`src/rtl/page_perm_pkg.sv`:
```
package page_perm_pkg;

    localparam int PTE_W      = 64;
    localparam int NOEXEC_BIT = 2;
    localparam int GUARD_BIT  = 3;
    localparam int CKEY_LO    = 9;
    localparam int CKEY_LO_W  = 3;

    typedef enum logic [1:0] {
        ACC_LOAD  = 2'd0,
        ACC_STORE = 2'd1,
        ACC_FETCH = 2'd2,
        ACC_ALT   = 2'd3
    } acc_e;

    typedef struct packed {
        logic r;
        logic w;
        logic x;
    } perm_t;

    typedef struct packed {
        logic prot;
        logic noexec;
        logic ckey;
        logic store;
    } cause_t;

    typedef struct packed {
        logic   valid;
        perm_t  perm;
        logic   allow;
        cause_t cause;
    } rsp_t;

endpackage

```
`src/rtl/page_perm_pp.sv`:
```
module page_perm_pp
    import page_perm_pkg::*;
(
    input  logic       key_i,
    input  logic [2:0] code_i,
    output perm_t      perm_o
);

    always_comb begin
        perm_o = perm_t'(3'b000);
        if (!key_i) begin
            case (code_i)
                3'd0, 3'd1, 3'd2: perm_o = perm_t'(3'b111);
                3'd3, 3'd6:       perm_o = perm_t'(3'b101);
                default:          perm_o = perm_t'(3'b000);
            endcase
        end else begin
            case (code_i)
                3'd2:       perm_o = perm_t'(3'b111);
                3'd1, 3'd3: perm_o = perm_t'(3'b101);
                default:    perm_o = perm_t'(3'b000);
            endcase
        end
    end

endmodule

```
`src/rtl/page_perm_class.sv`:
```
module page_perm_class
    import page_perm_pkg::*;
#(
    parameter int WORD_W = 64,
    localparam int NKEYS = WORD_W / 2,
    localparam int KEY_W = $clog2(NKEYS)
) (
    input  logic [WORD_W-1:0] amr_i,
    input  logic [WORD_W-1:0] iamr_i,
    input  logic [KEY_W-1:0]  key_i,
    input  logic              chk_en_i,
    input  logic              fetch_en_i,
    output perm_t             perm_o
);

    logic [1:0] amr_fld  [NKEYS];
    logic [1:0] iamr_fld [NKEYS];

    // key k owns the pair counted down from the most significant end
    for (genvar k = 0; k < NKEYS; k++) begin : g_fld
        assign amr_fld[k]  = amr_i[WORD_W-1-2*k -: 2];
        assign iamr_fld[k] = iamr_i[WORD_W-1-2*k -: 2];
    end

    always_comb begin
        perm_o = perm_t'(3'b111);
        if (chk_en_i) begin
            if (amr_fld[key_i][1]) perm_o.w = 1'b0;
            if (amr_fld[key_i][0]) perm_o.r = 1'b0;
            if (fetch_en_i && iamr_fld[key_i][0]) perm_o.x = 1'b0;
        end
    end

endmodule

```
`src/rtl/page_perm_check.sv`:
```
module page_perm_check
    import page_perm_pkg::*;
#(
    parameter int WORD_W = PTE_W,
    localparam int NKEYS = WORD_W / 2,
    localparam int KEY_W = $clog2(NKEYS)
) (
    input  logic              clk_i,
    input  logic              rst_ni,
    input  logic              req_valid_i,
    input  logic [WORD_W-1:0] pte_word_i,
    input  logic              user_mode_i,
    input  logic              seg_key_user_i,
    input  logic              seg_key_super_i,
    input  logic [WORD_W-1:0] amr_i,
    input  logic [WORD_W-1:0] iamr_i,
    input  logic              class_chk_en_i,
    input  logic              fetch_mask_en_i,
    input  logic [1:0]        access_i,
    output logic              rsp_valid_o,
    output logic [2:0]        perm_o,
    output logic              allow_o,
    output logic              cause_prot_o,
    output logic              cause_noexec_o,
    output logic              cause_class_o,
    output logic              cause_store_o
);

    localparam int CODE_HI  = WORD_W - 1;
    localparam int CKEY_HI  = WORD_W - 3;
    localparam int CKEY_HI_W = KEY_W - CKEY_LO_W;

    logic               key_bit;
    logic [2:0]         pp_code;
    logic [KEY_W-1:0]   class_key;
    perm_t              pp_perm;
    perm_t              cls_perm;
    perm_t              nx_perm;
    rsp_t               st_d, st_q;

    assign key_bit   = user_mode_i ? seg_key_user_i : seg_key_super_i;
    assign pp_code   = {pte_word_i[CODE_HI], pte_word_i[1:0]};
    assign class_key = {pte_word_i[CKEY_HI -: CKEY_HI_W],
                        pte_word_i[CKEY_LO +: CKEY_LO_W]};

    page_perm_pp u_pp (
        .key_i  (key_bit),
        .code_i (pp_code),
        .perm_o (pp_perm)
    );

    page_perm_class #(.WORD_W(WORD_W)) u_cls (
        .amr_i      (amr_i),
        .iamr_i     (iamr_i),
        .key_i      (class_key),
        .chk_en_i   (class_chk_en_i),
        .fetch_en_i (fetch_mask_en_i),
        .perm_o     (cls_perm)
    );

    always_comb begin
        nx_perm   = perm_t'(3'b111);
        nx_perm.x = ~(pte_word_i[NOEXEC_BIT] | pte_word_i[GUARD_BIT]);
    end

    always_comb begin
        perm_t need;
        perm_t grant;
        logic  is_fetch;

        st_d       = st_q;
        st_d.valid = 1'b0;

        is_fetch = (acc_e'(access_i) == ACC_FETCH);
        case (acc_e'(access_i))
            ACC_STORE: need = perm_t'(3'b010);
            ACC_FETCH: need = perm_t'(3'b001);
            default:   need = perm_t'(3'b100);
        endcase
        grant = pp_perm & cls_perm & nx_perm;

        if (req_valid_i) begin
            st_d.valid = 1'b1;
            st_d.perm  = grant;
            st_d.allow = |(need & grant);
            st_d.cause = '0;
            if (!st_d.allow) begin
                if (is_fetch) begin
                    st_d.cause.noexec = ~nx_perm.x;
                    st_d.cause.prot   = nx_perm.x & ~pp_perm.x;
                    st_d.cause.ckey   = ~cls_perm.x;
                end else begin
                    st_d.cause.prot  = |(need & ~pp_perm);
                    st_d.cause.ckey  = |(need & ~cls_perm);
                    st_d.cause.store = (acc_e'(access_i) == ACC_STORE);
                end
            end
        end
    end

    always_ff @(posedge clk_i or negedge rst_ni) begin
        if (!rst_ni) st_q <= '0;
        else         st_q <= st_d;
    end

    assign rsp_valid_o    = st_q.valid;
    assign perm_o         = st_q.perm;
    assign allow_o        = st_q.allow;
    assign cause_prot_o   = st_q.cause.prot;
    assign cause_noexec_o = st_q.cause.noexec;
    assign cause_class_o  = st_q.cause.ckey;
    assign cause_store_o  = st_q.cause.store;

endmodule

```
`config.mk`:
```
export PLATFORM = sky130hd
export DESIGN_NAME = page_perm_check
export DESIGN_NICKNAME = d
export VERILOG_FILES = /design/src/rtl/page_perm_pkg.sv /design/src/rtl/page_perm_pp.sv /design/src/rtl/page_perm_class.sv /design/src/rtl/page_perm_check.sv
export SDC_FILE = /design/constraint.sdc
export NUM_CORES = 1
export LEC_CHECK = 0
export ABC_AREA = 1
export BUFFER_PORTS_ARGS = -buffer_cell sky130_fd_sc_hd__buf_2
export CORE_AREA = 4 4 79 81
export DETAILED_ROUTE_END_ITERATION = 12
export DIE_AREA = 0 0 83 85
export PLACE_DENSITY_LB_ADDON = 0.08
export SYNTH_ARGS = -nofsm -noshare
export SYNTH_HDL_FRONTEND = slang
export SYNTH_SLANG_ARGS = --single-unit
```
`constraint.sdc`:
```
create_clock -name clk_i -period 1.8 [get_ports clk_i]
set_clock_uncertainty 0.15 [all_clocks]
set_input_delay 0.36 -clock clk_i [delete_from_list [all_inputs] [get_ports clk_i]]
set_output_delay 0.36 -clock clk_i [all_outputs]
set_load 0.05 [all_outputs]
```
Word level (Yosys, flattened, before mapping)
Index checks and enable logic that the tools add are counted.
Word-level totals
  register bits after elaboration: 9
  latch bits: 0
  memory bits (writable): 0
  ROM bits: 0
  input bits: 202
  output and inout port bits: 9
  word-level logic and storage cells: 58
  memories kept: 0
Cells by class
  $add $sub $neg: 0
  multipliers: 0
  divide/modulo/power cells: 0
  order comparisons: 1
  eq/ne operators: 6
  shifts and indexed selects: 0
  muxes and demuxes: 21
  bitwise gates (word level): 13
  reduce and logical (&&, ||, !) cells: 8
Operator list (number)
  2-bit binary-select mux with 5-bit select: 2
  3-bit one-hot mux with 2 select lines: 3
  3-bit bitwise AND: 5
  3-bit OR reduction: 4
  1-bit two-way mux: 10
  9-bit two-way mux: 1
  3-bit by 2-bit equality test with 1-bit output (second input constant): 2
  6-bit >= comparator (second input constant): 1
  3-bit two-way mux: 2
  3-bit NOT: 2
  5-bit NOT with 6-bit output: 1
  2-bit two-way mux: 2
  4-bit two-way mux: 1
  2-bit OR reduction: 2
  3-bit by 1-bit equality test with 1-bit output (second input constant): 1
  3-bit equality test (second input constant): 1
  3-bit logical NOT: 1
  1-bit NOT: 3
  2-bit by 1-bit equality test with 1-bit output (second input constant): 1
  2-bit equality test (second input constant): 1
  1-bit bitwise AND: 1
  1-bit logical AND: 1
  1-bit OR: 1

Logic depth before layout (Yosys ltp)
  depth in word-level cells: 13
  gate-level depth with buffers: 15
  gate-level depth less buffers: 13

Cells and area by module
A second synthesis with hierarchy kept.
Second synthesis, totals
  cells, all modules: 305
  area, all modules: 1534.0 sq um
By module, submodules not included
  page_perm_class: times used 1, cells each 225, area each 975.9 sq um, sequential area each 0.0 sq um
  page_perm_check: times used 1, cells each 67, area each 503.0 sq um, sequential area each 225.2 sq um
  page_perm_pp: times used 1, cells each 13, area each 55.1 sq um, sequential area each 0.0 sq um

Least setup slack after synthesis
OpenSTA, ideal clock, no wires.
  kind: input -> register
  start point: in pte_word_i[10]
  end point: reg st_q, in the netlist cause_class_o
  library setup time: 0.066 ns
  arrival time: 1.555 ns
  required time: 1.584 ns
  setup slack: 0.029 ns
  stages: 14
  path buffers: 2
  cell sequence: buf_2 -> inv_1 -> buf_2 -> nand3_1 -> nand3_1 -> nand2_1 -> nand2_1 -> nand3_1 -> nand3_1 -> nand3_1 -> nand2_1 -> nor2_2 -> nand2_1 -> nand2_1
On the way
  word-level cells in the longest chain between the ends: 12
  elaborated cells on any way between the ends: 22
  those cells by class: mux: 12; bitwise: 7; reduce/logical: 3
RTL lines
  start: declaration: RTL line page_perm_check.sv:11  | input logic [WORD_W-1:0] pte_word_i,
  5-bit NOT with 6-bit output (implied by the code) (*): RTL line page_perm_class.sv:28, page_perm_class.sv:29, page_perm_class.sv:30
  2-bit binary-select mux with 5-bit select: RTL line page_perm_class.sv:30  | if (fetch_en_i && iamr_fld[key_i][0]) perm_o.x = 1'b0;
  1-bit two-way mux (implied by the code) (2 in series): RTL line page_perm_class.sv:30
  1-bit logical AND: RTL line page_perm_class.sv:30
  1-bit two-way mux: RTL line page_perm_class.sv:30
  3-bit two-way mux (*): RTL line page_perm_class.sv:27  | if (chk_en_i) begin
  3-bit bitwise AND / 3-bit NOT (equally long branches): RTL line page_perm_check.sv:80, page_perm_check.sv:94
  3-bit bitwise AND (on tied branches): RTL line page_perm_check.sv:80, page_perm_check.sv:94
  3-bit bitwise AND / 3-bit OR reduction (equally long branches): RTL line page_perm_check.sv:85, page_perm_check.sv:94
  3-bit OR reduction / 1-bit two-way mux (equally long branches): RTL line page_perm_check.sv:85, page_perm_check.sv:88
  4-bit two-way mux (*): RTL line page_perm_check.sv:87  | if (!st_d.allow) begin
  end signal: assignment: RTL line page_perm_check.sv:103  | else st_q <= st_d;
  end: declaration: RTL line page_perm_check.sv:39  | rsp_t st_d, st_q;
Mark *: on every way between the ends. The rest lies on a longest branch, timed or not. The select of a mux whose other input is x is not followed.
A chain may end at the register's enable or synchronous reset.

Worst setup path after layout
  start point: in pte_word_i[9]
  end point: reg st_q, in the netlist cause_class_o
The elaborated chain is that of the path after synthesis.

==> metrics.yaml <==
synth:
  synthesis.area_um2: 1530
  synth_seq_cells: 9
  ys_seq_area_share_pct: 14.7
  synth.avg_cell_area_um2: 5.10
  synthCells: 300
  synth_cell_type_count: 18
  synth_nets: 506
  ys_warn_count: 0
place:
  place_ws_ns: -0.397
  hpwlAfterDp_um: 4840
  port_buffers: 124
  place_inst: 496
  gp_congestion: 0.803
finish:
  layout.nets: 637
  mostFrequentLayoutCells: "nand2_1 (145), buf_2 (123), nand3_1 (82)"
  multiInputGateArea_um2: 1170
  final_common_cell: "nand2_1"
  nFillCells: 648
  seqCellArea_um2: 225
  area_growth_pct: 62.8
  antennaDiodeCount: 0
  final_core_util_pct: 45.5
  drive_gt1_share_pct: 35.8
  layout.cells.non_filler: 502
clock_tree:
  cts_buffer_depth: 2
  cts_buffers: 3
  cts_tree: "done"
  post_cts_buffers: 0
  clock_latency_ns: 0.23
  clk_pin_slew_worst_paths_ns: 0.04
  htreeDepth: 1
  clock_sinks: 9
  ctsRootBufferMaster: "clkbuf_8"
detailed_routing:
  wl_met2_um: 2540
  drtIter0Drc: 80
  met3_length_um: 565
  routed_wirelength_um: 5820
  vias: 2311
  drt_pass1_iterations: 5
  wl_met1_um: 2690
  drc_errors: 0
  drt-vias-per-instance: 4.60
  antenna_left: 0
  routed.top_layer: "met4"
  wl_per_cell_um: 11.6
timing:
  worst_slack_ns: 0.133
  fmax_ghz: 0.600
  rsz0062_at_grt: "no"
  fin_crit_ns: 1.67
  setup_tns_ns: 0
  setup_viol: 0
  hold_violations: 0
  slew_viol_final: 0
  post-route-period-util_pct: 92.6
  worst_pin_slew_ns: 0.321
  relSlewSlack_pct: 78.4
floorplanning:
  initial_utilization_pct: 27.9
  die_area_um2: 7060
  ios: 211
  coreArea_um2: 5470
  die_h_um: 85
  die_w_um: 83
  row_count: 27
worst_setup_path:
  reg2reg_to: "perm_o[1]$_DFFE_PN0P_"
  worstPathRequired_ns: 1.82
  crit_path_max_fanout: 12
  start_kind: "input port"
  regToRegStartpoint: "perm_o[1]$_DFFE_PN0P_"
  reg2reg_slack_ns: 1.03
  arrival_ns: 1.68
  crit_type: "in2reg"
  reg2regPathDepth: 2
  worstSetupEndpointType: "flip-flop"
grt:
  grt_pass1_wl_um: 9810
  grt_antenna_before_repair: 0
  grt_use_total_pct: 15.8
  grt_pass1_vias: 2277
  grt_max_degree: 25
  grt_overflow: 0
job:
  drv_cap: 0
hold_path:
  worst_hold_path_type: "in2reg"
  hp-start: "req_valid_i"
  hold_end: "rsp_valid_o$_DFF_PN0_"
  min_path_cells: 1
power:
  power.density_nw_per_um2: 422
  leakage_nw: 1.49
  irDropWorstVdd_mv: 0.313
status:
  outcome: "finished clean"
[synth_stat cells]
cell / number / area [um^2]
ha_1: 4 / 50.1
buf_6: 3 / 33.8
nor2_1: 10 / 37.5
inv_2: 1 / 3.75
buf_1: 2 / 7.51
clkbuf_1: 2 / 7.51
nor2_2: 1 / 6.26
nor3_1: 1 / 5.00
o21ai_0: 4 / 20.0
mux2_2: 1 / 11.3
dfrtp_1: 9 / 225
nand2_1: 146 / 548
nand3_1: 87 / 435
nand4_1: 2 / 12.5
inv_1: 16 / 60.1
buf_2: 7 / 35.0
buf_4: 3 / 22.5
o21bai_1: 1 / 7.51
[cell families after synthesis]
group	synth area share, %
fa+ha+maj	3.27
simple gates	68.3
mux	0.736
buf+inv	11.1
flops	14.7
compound gates	1.80
[worst max-delay path, cell delays in order]
cell       delay [ns]
buf_12           0.13
clkinv_8         0.07
clkbuf_16        0.14
nand2_1          0.05
nand3_1          0.08
nand3_1          0.07
nand2_1          0.07
nand2_1          0.05
nand3_1          0.11
nand3_1          0.11
nand3_1          0.09
nand2_2          0.06
nor2_4           0.13
nand2_1          0.08
nand2_1          0.06
[registers in the layout, indices dropped and copies added (netlist names)]
register / count
cause_noexec_o: 1
rsp_valid_o: 1
cause_prot_o: 1
cause_class_o: 1
perm_o: 3
cause_store_o: 1
allow_o: 1
[worst max path at each step]
stage / to / start / depth (start not counted)
4_1_cts: cause_store_o$_DFFE_PN0P_ / pte_word_i[9] / 14
2_1_floorplan: cause_class_o$_DFFE_PN0P_ / pte_word_i[10] / 14
3_3_place_gp: cause_store_o$_DFFE_PN0P_ / pte_word_i[9] / 14
3_5_place_dp: cause_store_o$_DFFE_PN0P_ / pte_word_i[9] / 14
6_report: cause_class_o$_DFFE_PN0P_ / pte_word_i[9] / 15
5_1_grt: cause_noexec_o$_DFFE_PN0P_ / pte_word_i[9] / 15
[metal layers]
metal | track usage (%) | up-vias
met5 | 0 | -
met4 | 2.38 | 0
met3 | 3.79 | 4
met2 | 25.9 | 106
met1 | 21.5 | 974
li1 | - | 1227
[through the flow]
step	hold WS [ns]	power (W)	cell area, um^2
detailed placement	0.0683	0.000799	2320
floorplan	-0.0856	0.000555	1530
global route	0.185	0.00114	2490
CTS	0.185	0.00104	2400
finish	0.189	0.00105	2490
global placement	0.0706	0.000797	2320
[layout make-up]
class	instances	share of cell area [%]
Clock buffer	4	1.81
Inverter	17	3.07
Multi-Input combinational cell	257	46.9
Sequential cell	9	9.05
Tap cell	72	3.62
Timing Repair Buffer	143	35.6
[power breakdown]
part | total [W] | leakage [nW] | internal, W | switching (W)
combinational | 0.000593 | 1.35 | 0.000261 | 0.000332
sequential | 0.000233 | 0.116 | 0.000223 | 0.00000994
clock | 0.000224 | 0.0228 | 0.000154 | 0.0000709
[what timing repair did]
item	4_1_cts	5_1_grt
resized for setup	6	15
hold buffers	1	0
hold endpoints to repair	9	0
endpoints found under the setup margin	5	6
cloned	0	1
pin swaps	1	1
Power figures use the tool's default switching activity.
